`config.mk`:
```
export PLATFORM = sky130hd
export DESIGN_NAME = crc_chk_regs
export DESIGN_NICKNAME = d
export VERILOG_FILES = /design/src/rtl/crc_chk_pkg.sv /design/src/rtl/crc_chk_regs.sv
export SDC_FILE = /design/constraint.sdc
export NUM_CORES = 1
export LEC_CHECK = 0
export ABC_AREA = 1
export CAP_MARGIN = 20
export CELL_PAD_IN_SITES_DETAIL_PLACEMENT = 2
export CELL_PAD_IN_SITES_GLOBAL_PLACEMENT = 2
export CORE_MARGIN = 3
export CORE_UTILIZATION = 25
export CTS_CLUSTER_DIAMETER = 120
export DETAILED_ROUTE_END_ITERATION = 6
export PLACE_DENSITY = 0.92
export SLEW_MARGIN = 5
export SYNTH_ARGS = -nofsm -noshare
export SYNTH_HDL_FRONTEND = slang
export SYNTH_SLANG_ARGS = --single-unit
```
`constraint.sdc`:
```
create_clock -name clk -period 1.5 [get_ports clk]
set_input_delay 0.3 -clock clk [delete_from_list [all_inputs] [get_ports clk]]
set_output_delay 0.3 -clock clk [all_outputs]
set_load 0.05 [all_outputs]
```
`src/rtl/crc_chk_pkg.sv`:
```
// Package: shared constants and the CRC step for the memory checker.
// Assumes a 32-bit memory word and a 16-bit host data path.
package crc_chk_pkg;
    localparam logic [31:0] CRC_POLY = 32'h04C1_1DB7;
    localparam logic [31:0] CRC_SEED = 32'hFFFF_FFFF;

    localparam int HOST_AW = 3;
    localparam int HOST_DW = 16;

    localparam logic [HOST_AW-1:0] RA_EXP_HI = 3'd0;
    localparam logic [HOST_AW-1:0] RA_EXP_LO = 3'd1;
    localparam logic [HOST_AW-1:0] RA_RUN    = 3'd2;
    localparam logic [HOST_AW-1:0] RA_PIN    = 3'd3;
    localparam logic [HOST_AW-1:0] RA_STAT   = 3'd4;

    // Fold one 32-bit word into the running CRC, most significant bit first.
    function automatic logic [31:0] crc_fold(input logic [31:0] crc_in, input logic [31:0] word);
        logic [31:0] c;
        c = crc_in;
        for (int b = 31; b >= 0; b--) begin
            if (c[31] ^ word[b]) c = {c[30:0], 1'b0} ^ CRC_POLY;
            else                 c = {c[30:0], 1'b0};
        end
        return c;
    endfunction
endpackage

```
`src/rtl/crc_chk_regs.sv`:
```
// Host register file: expected CRC halves, run and pin-route controls,
// the sticky error flag and the registered read path.
// Assumes at most one of write or read per cycle matters for a given address.
module crc_chk_regs
    import crc_chk_pkg::*;
(
    input  logic               clk,
    input  logic               rst_n,
    input  logic               wr,
    input  logic               rd,
    input  logic [HOST_AW-1:0] addr,
    input  logic [HOST_DW-1:0] wdata,
    output logic [HOST_DW-1:0] rdata,
    input  logic               done,
    input  logic               mismatch,
    output logic [31:0]        expected,
    output logic               run,
    output logic               err_pin
);
    logic       pin_route;
    logic       err_flag;
    logic [HOST_DW-1:0] rd_mux;

    // Accept host writes to the writable controls.
    always_ff @(posedge clk) begin
        if (!rst_n) begin
            expected  <= '0;
            run       <= 1'b0;
            pin_route <= 1'b0;
        end else if (wr) begin
            case (addr)
                RA_EXP_HI: expected[31:16] <= wdata;
                RA_EXP_LO: expected[15:0]  <= wdata;
                RA_RUN:    run             <= wdata[0];
                RA_PIN:    pin_route       <= wdata[0];
                default: ;
            endcase
        end
    end

    // Sticky error flag: set on a failed compare, cleared while run is low.
    always_ff @(posedge clk) begin
        if (!rst_n || !run) err_flag <= 1'b0;
        else if (done && mismatch) err_flag <= 1'b1;
    end

    // Select the register being read.
    always_comb begin
        case (addr)
            RA_EXP_HI: rd_mux = expected[31:16];
            RA_EXP_LO: rd_mux = expected[15:0];
            RA_RUN:    rd_mux = {15'd0, run};
            RA_PIN:    rd_mux = {15'd0, pin_route};
            RA_STAT:   rd_mux = {15'd0, err_flag};
            default:   rd_mux = '0;
        endcase
    end

    // Register the read data one cycle after the strobe.
    always_ff @(posedge clk) begin
        if (!rst_n)  rdata <= '0;
        else if (rd) rdata <= rd_mux;
    end

    // Drive the pin only when routing is enabled.
    always_comb err_pin = pin_route & err_flag;

    AST_FLAG_HOLDS: assert property (@(posedge clk) disable iff (!rst_n)
        $past(err_flag) && run |-> err_flag);
    AST_FLAG_CLEARS: assert property (@(posedge clk) disable iff (!rst_n)
        !run |=> !err_flag);
    AST_PIN_GATED: assert property (@(posedge clk) disable iff (!rst_n)
        !pin_route |-> !err_pin);
    AST_FLAG_CAUSE: assert property (@(posedge clk) disable iff (!rst_n)
        $rose(err_flag) |-> $past(done) && $past(mismatch));
endmodule

```
Word level (Yosys, flattened, before mapping)
Cells that the tools add are included.
- bitwise logic cells: 1
- equal/unequal tests: 4
- reduce and logical (&&, ||, !) cells: 9
- multiplexer cells: 1
- operators with widths (cell ; number):
    16-bit one-hot mux with 5 select lines ; 1
    2-bit AND reduction ; 4
    3-bit by 2-bit == test with 1-bit output, second input constant ; 2
    3-bit by 1-bit == test with 1-bit output, second input constant ; 1
    3-bit == test, second input constant ; 1
    3-bit zero test ; 1
    1-bit zero test ; 2
    1-bit AND ; 1
    1-bit logical AND ; 1
    1-bit logical OR ; 1
- register bits after elaboration: 51
- logic and storage cells: 21

Longest topological paths before layout
Gate-level depths: netlist of the first run.
- word-level depth: 2
- mapped depth: 6
- depth with buffers taken out: 5

Least setup slack after synthesis of the first run
Ideal clock, no wire load.
- path kind: flip-flop to flip-flop
- from: register expected[10]
- to: register rdata[10]
- setup slack: 0.390 ns
- period minus slack after synthesis: 1.110 ns
- data arrival time: 1.040 ns
- data required time: 1.430 ns
- stages on the path, launching flop included: 5
- path through: dfxtp_1 > inv_1 > o22ai_1 > nand2_1 > a21oi_1
- word-level cells in the longest chain between the ends: 1
- RTL lines (what ; RTL line ; RTL):
    start, declared ; crc_chk_regs.sv:16 ; output logic [31:0] expected,
    start signal, assigned ; crc_chk_regs.sv:33 ; RA_EXP_LO: expected[15:0] <= wdata;
    16-bit one-hot mux with 5 select lines ; crc_chk_regs.sv:49 ; case (addr)
    end signal, assigned ; crc_chk_regs.sv:62 ; else if (rd) rdata <= rd_mux;
    end, declared ; crc_chk_regs.sv:13 ; output logic [HOST_DW-1:0] rdata,
Every way passes these cells.
A chain may end at the register's enable or synchronous reset.

Final worst setup path of the first run
- from: register pin_route
- to: output port err_pin
- word-level cells in the longest chain between the ends: 1
- RTL lines (what ; RTL line ; RTL):
    start, declared ; crc_chk_regs.sv:20 ; logic pin_route;
    start signal, assigned ; crc_chk_regs.sv:35 ; RA_PIN: pin_route <= wdata[0];
    1-bit AND ; crc_chk_regs.sv:66 ; always_comb err_pin = pin_route & err_flag;
    end, declared ; crc_chk_regs.sv:18 ; output logic err_pin
Every way passes these cells.

==> results.txt, run 1 <==
----------------------------------------------------
[Timing]
  Number of failing setup endpoints in the final timing report ... 0
  RSZ-0062 raised after global routing ... false
  Aggregate negative setup slack ... 0 ps
  Fmax ... between 700 and 800 MHz
  Relative slew slack ... approximately three quarters
  Final Hold Viols ... 0
  Worst clock skew ... around 3.8 ps
  Fin crit share ... between 90% and 100%
  Actual transition at the worst max-transition pin ... approximately 360 ps
  Final Max Slew Viols ... 0
  Shortest clock period the worst path allows after layout ... about 1400 ps

[Drt]
  Post-Route WL ... slightly above 8 mm
  Initial detailed-routing violation count ... 53
  Residual DRC ... 0
  Number of antenna-violating nets in the routed design ... 0
  Number of detailed-route iterations in the first pass ... 4
  Via density per instance ... ~4.8
  Routed len/inst ... approximately 19 microns
  Vias post-DR ... 2077

[CTS]
  Number of levels in the clock H-tree ... 2
  Clk slew on worst S/H paths ... ~100 ps
  Post-CTS Setup Repair Bufs ... 0
  Num Clock Sinks ... between 50 and 60
  Root buffer cell ... clkbuf_8
  Hold_buf cts ... 0
  Clk buf depth ... 2
  TritonCTS clock tree ... built
  Clock latency on the worst-skew pair ... ~300 ps
  Number of CTS-inserted buffers ... 5

[Final layout]
  Number of antenna cells inserted ... 0
  Final standard cell area without fillers ... roughly 3500 sq um
  Leading cell types in the layout, fill and taps excluded ... 52 x buf_12, 51 x a21oi_1, 51 x dfxtp_1
  Number of nets in the layout ... around 360
  Post-synthesis to final-layout area growth ... 79.3%
  Most common cell after layout, fill and taps aside ... buf_12
  Fraction of layout instances using a drive strength above 1 ... between 20% and 30%

[GRT]
  Antenna violations before repair ... 0
  Via count of the first global-routing pass ... about 2.4k
  Pin count of the biggest net entering global routing ... 33
  Wire length of the first global-routing pass ... about 13 mm
  Remaining global-route overflow ... 0
  GRT Overall Usage ... 19.0%

[Floorplan]
  Die Outline Area ... approximately 9000 sq um
  Row count ... 31
  Boundary Pins ... 75
  Die boundary width ... 95.0 microns
  Starting density of the core ... approximately a quarter
  Core Area ... 7450 sq um
  Die height ... 95.0 microns

[Pwr]
  Power Density ... ~870 nW/um^2
  Leak Pwr ... ~0.0013 uW
  Max IR drop VDD ... between 0.3 and 0.4 mV

[Placed design]
  Number of input and output port buffers inserted ... 74
  Placed Instance Area ... roughly 3400 sq um
  Routability-driven placement congestion ratio ... roughly 0.80
  Detailed placement HPWL ... about 6.1 mm

[Critical path]
  Crit path kind ... reg2out
  Crit path required time ... approximately 1200 ps
  Ordered list of cells on the worst path ... nand2_1 -> inv_1 -> buf_12
  Worst Path Arrival ... between 1000 and 1500 ps
  Element type at the critical path end ... output port
  Element type at the critical path start ... flop
  CP Max Fanout ... 3
  CP peak stage delay ... 420 ps
  Critical-path cell with the highest stage delay ... dfxtp_1

[Logic synthesis]
  Yosys warning count ... 0
  Combined area of all synthesized cells ... 1980 sq um
  Simple-gate area share of the yosys netlist ... 10.8%
  Mux share of post-synthesis cell area ... 0%
  Post-synthesis adder-cell area fraction ... 0%
  Sequential area share after synthesis ... 51.6%
  Share of Yosys cell area claimed by the top area cell type ... approximately 52%
  Share of the synthesized area in compound gates (AO/OA/AOI/OAI) ... 26.6%
  Unique cell type count in the Yosys netlist ... 20
  XOR/XNOR share of the synthesized area ... 0%
  Cells after Synth ... ~250
  Yosys top cell by area ... dfxtp_1
  Top cells by area, synth ... dfxtp_1 52%, a21oi_1 13%, o21ai_0 8.3%, inv_1 6.8%, nand2_1 6.3%
  Post-Syn Nets ... roughly 280
  Avg Cell Area, Syn ... just under 8 sq um
  Dominant combinational cell family by area after synthesis ... compound AO/OA/AOI/OAI gates
  Number of flip-flops and latches in the synthesized netlist ... 51

[Run status]
  Run status ... completed

[Worst hold path]
  Min-delay worst type ... reg2reg

[Flow run]
  Max cap viols ... 0

----------------------------------------------------
[cell families after synthesis]
| family | count (synthesis) |
|---|---|
| AO/OA/AOI/OAI | 101 |
| flip-flops | 51 |
| AND/OR/NAND/NOR | 48 |
| buffers and inverters | 54 |
[power breakdown]
group	internal, uW	switching (uW)
logic	238	284
clock network	667	471
registers	1390	42.6
total	2290	797
[Yosys cell counts (all sizes together)]
cell type and count:
clkbuf 10, a21oi 51, nand3 6, buf 5
nor3 1, o22ai 15, nand2 35, o21bai 1
nor2 2, o21ai 34, nand4 4, dfxtp 51
clkinv 1, inv 38
[area by class of cell]
type,count,area (sq um)
Inverter,39,146
Multi-Input combinational cell,149,756
Timing Repair Buffer,87,1370
Tap cell,99,124
Clock buffer,6,72.6
Sequential cell,51,1020
Clock inverter,2,60.1
Fill cell,803,3900
[timing repair]
action                                  in CTS  in global routing
pin swaps                                    0                  0
endpoints found under the setup margin       9                  3
resized for setup                            5                  2
cloned                                       0                  0
hold endpoints to repair                     0                  0
[state kept, by name, summed over array words and instances (netlist names)]
register,flops
expected,32
rdata,16
err_flag,1
pin_route,1
run,1
[routing by layer]
metal / up-vias / GRT usage (%) / share of wire [%]
met5: - / 0 / 0
met4: 0 / 6.25 / 2.0
met3: 13 / 3.27 / 3.4
met2: 48 / 35.9 / 54
met1: 1015 / 21.2 / 40
li1: 1001 / - / -
[stage by stage]
stage | power (uW) | hold WS, ps | worst slack (ps) | util (%) | cells
finish | 3090 | 507 | 144 | 47.6 | 433
global route | 3230 | 543 | 85.2 | 47.6 | 433
CTS | 3130 | 511 | 53.0 | 47.5 | 433
detailed placement | 1980 | 497 | -321 | 45.6 | 425
global placement | 1960 | 470 | -170 | 45.6 | 425
floorplan | 1670 | 437 | 390 | - | 254
[critical path: cells and delay by family, from the launching register on]
| kind | cells | cell delay [ps] |
|---|---|---|
| flops | 1 | 420 |
| buf+inv | 2 | 240 |
| simple gates | 1 | 80 |
[path summary, 6_finish.rpt]
path,slack [ps],startpoint,endpoint,depth (start not counted)
max,140,pin_route,err_pin,3
min,510,rdata[2],rdata[2],2
max reg2reg,490,expected[16],rdata[0],4
min reg2reg,510,rdata[2],rdata[2],2
(Power assumes the default switching activity.)
==> inputs of run 2 (changes only) <==
MAX_ROUTING_LAYER = met4   (was not set)
SETUP_SLACK_MARGIN = 0.05   (was not set)
==> results.txt, run 2 (synthesis gave the netlist of run 1 again) <==
----------------------------------------------------
[CTS]
  Hold_buf cts ... 0 (unchanged)
  Num Clock Sinks ... 51 (unchanged)
  Clk slew on worst S/H paths ... 90 ps (about the same)
  Number of CTS-inserted buffers ... 5 (unchanged)
  Number of levels in the clock H-tree ... 2 (unchanged)
  Clk buf depth ... 2 (unchanged)
  Root buffer cell ... clkbuf_8
  TritonCTS clock tree ... built
  Clock latency on the worst-skew pair ... 300 ps (about the same)

[Pwr]
  Fraction of power spent switching nets ... 25.7% (-0.037 points)
  Internal power ... 2290 uW (about the same)
  Power Density ... 871 nW/um^2 (about the same)
  Clock network power share ... 36.8% (about the same)
  Leak Pwr ... 0.00130 uW (unchanged)
  Final Total Pwr ... 3090 uW (about the same)
  Sequential group share of total power ... 46.3% (about the same)
  Portion of total power attributed to combinational logic ... 16.9% (about the same)
  Psw ... 795 uW (-0.19%)
  Max IR drop VDD ... 0.367 mV (-0.75%)

[Final layout]
  Fraction of layout instances using a drive strength above 1 ... 22.8% (unchanged)
  Largest register by flop count ... expected
  Post-synthesis to final-layout area growth ... 79.3% (unchanged)
  Most common cell after layout, fill and taps aside ... buf_12
  Final standard cell area without fillers ... 3550 sq um (unchanged)
  Leading cell types in the layout, fill and taps excluded ... 52 x buf_12, 51 x a21oi_1, 51 x dfxtp_1
  Number of nets in the layout ... 358 (unchanged)
  Flip-flop count of the largest register, all copies and words added ... 32 (unchanged)
  Largest registers ... expected: 32 flops, rdata: 16 flops
  Number of non-filler instances in the completed layout ... 433 (unchanged)
  Number of antenna cells inserted ... 0 (unchanged)

[Floorplan]
  Core Area ... 7450 sq um (unchanged)
  Die boundary width ... 95.0 microns (unchanged)
  Row count ... 31 (unchanged)
  Die height ... 95.0 microns (unchanged)
  Die Outline Area ... 9020 sq um (unchanged)
  Boundary Pins ... 75 (unchanged)
  Starting density of the core ... 26.6% (unchanged)

[Critical path]
  Crit path required time ... 1200 ps (about the same)
  Crit path kind ... reg2out
  Element type at the critical path end ... output port
  CP Buf/Inv Count ... 2 (unchanged)
  Ordered list of cells on the worst path ... nand2_1 -> inv_1 -> buf_12
  CP Max Fanout ... 3 (unchanged)
  CP peak stage delay ... 410 ps (about the same)
  Element type at the critical path start ... flop
  Top cell family by delay on the critical path ... flip-flops
  Worst Path Arrival ... 1040 ps (-20 ps)
  Critical-path cell with the highest stage delay ... dfxtp_1

[Placed design]
  Placed Instance Area ... 3400 sq um (unchanged)
  Number of input and output port buffers inserted ... 74 (unchanged)
  Routability-driven placement congestion ratio ... 0.813 (+1.4%)
  Total placed cells including tap cells ... 425 (unchanged)
  Detailed placement HPWL ... 6.06 mm (unchanged)

[Drt]
  Via density per instance ... 4.84 (+0.87%)
  Routed len/inst ... 18.6 microns (about the same)
  Number of detailed-route iterations in the first pass ... 4 (unchanged)
  Vias post-DR ... 2095 (+0.87%)
  Initial detailed-routing violation count ... 48 (-9.4%)
  Number of antenna-violating nets in the routed design ... 0 (unchanged)
  Residual DRC ... 0 (unchanged)
  Post-Route WL ... 8.07 mm (about the same)

[Timing]
  Fmax ... 747 MHz (+1.4%)
  Actual transition at the worst max-transition pin ... 365 ps (+1.82 ps)
  Relative slew slack ... 75.7% (-0.12 points)
  Final Hold Viols ... 0 (unchanged)
  Shortest clock period the worst path allows after layout ... 1340 ps (-18.2 ps)
  Fin crit share ... 89.2% (-1.2 points)
  Aggregate negative setup slack ... 0 ps (unchanged)
  Number of failing setup endpoints in the final timing report ... 0 (unchanged)
  Worst clock skew ... 3.06 ps (-0.707 ps)
  Worst hold slack ... 507 ps (+0.0280 ps)
  Final Max Slew Viols ... 0 (unchanged)
  RSZ-0062 raised after global routing ... false

[GRT]
  GRT Overall Usage ... 19.5% (+0.49 points)
  Wire length of the first global-routing pass ... 12.9 mm (-0.16%)
  Via count of the first global-routing pass ... 2403 (+0.63%)
  Remaining global-route overflow ... 0 (unchanged)
  Antenna violations before repair ... 0 (unchanged)
  Pin count of the biggest net entering global routing ... 33 (unchanged)

[Run status]
  Run status ... completed

[Flow run]
  Max cap viols ... 0 (unchanged)

[Worst hold path]
  Min-delay worst type ... reg2reg

----------------------------------------------------
run 2: cell counts in the layout (fill, tap and decap cells not counted):
No cell type changed its count.
run 2: area by class of cell:
| type | count | area (sq um) |
|---|---|---|
| Sequential cell | 51 | 1020 |
| Timing Repair Buffer | 87 | 1370 |
| Inverter | 39 | 146 |
| Fill cell | 803 | 3900 |
| Multi-Input combinational cell | 149 | 756 |
| Tap cell | 99 | 124 |
| Clock inverter | 2 | 60.1 |
| Clock buffer | 6 | 72.6 |
run 2: through the flow:
stage / worst slack (ps) / util, %
5_1_grt: 62.8 / 47.6
3_5_place_dp: -321 / 45.6
6_report: 162 / 47.6
4_1_cts: 53.0 / 47.5
3_3_place_gp: -170 / 45.6
2_1_floorplan: 390 / -
run 2: per-layer routing:
| metal | part of all wire [%] | up-vias | routed length (microns) | track usage, % |
|---|---|---|---|---|
| met1 | 40 | 1020 | 3220 | 21.3 |
| met5 | 0 | - | 0 | - |
| met3 | 3.6 | 13 | 293 | 2.95 |
| met2 | 55 | 59 | 4410 | 35.8 |
| li1 | - | 1003 | - | - |
| met4 | 1.8 | 0 | 146 | 6.49 |
run 2: tightest hold or removal path: stages, from the launching register on:
cell	delay, ps
dfxtp_1	340
nand2_1	70
a21oi_1	50
run 2: worst paths after layout:
| check | endpoint | startpoint | slack (ps) | cells past startpoint |
|---|---|---|---|---|
| worst max register to register | rdata[0] | run | 490 | 4 |
| worst max-delay path | err_pin | pin_route | 160 | 3 |
| worst min-delay path | rdata[2] | rdata[2] | 510 | 2 |
| worst min register to register | rdata[2] | rdata[2] | 510 | 2 |
run 2: what timing repair did:
action,4_1_cts,5_1_grt
setup endpoints to repair,29,17
pin swaps,1,0
gates resized for setup,5,2
setup buffers,0,0
run 2: power groups by stage:
| stage | logic [uW] | clock network (uW) | registers [uW] |
|---|---|---|---|
| 2_1_floorplan | 114 | 0 | 1560 |
| 3_3_place_gp | 499 | 0 | 1460 |
| 3_5_place_dp | 519 | 0 | 1460 |
| 4_1_cts | 528 | 1170 | 1430 |
| 5_1_grt | 556 | 1230 | 1440 |
| 6_report | 522 | 1140 | 1430 |
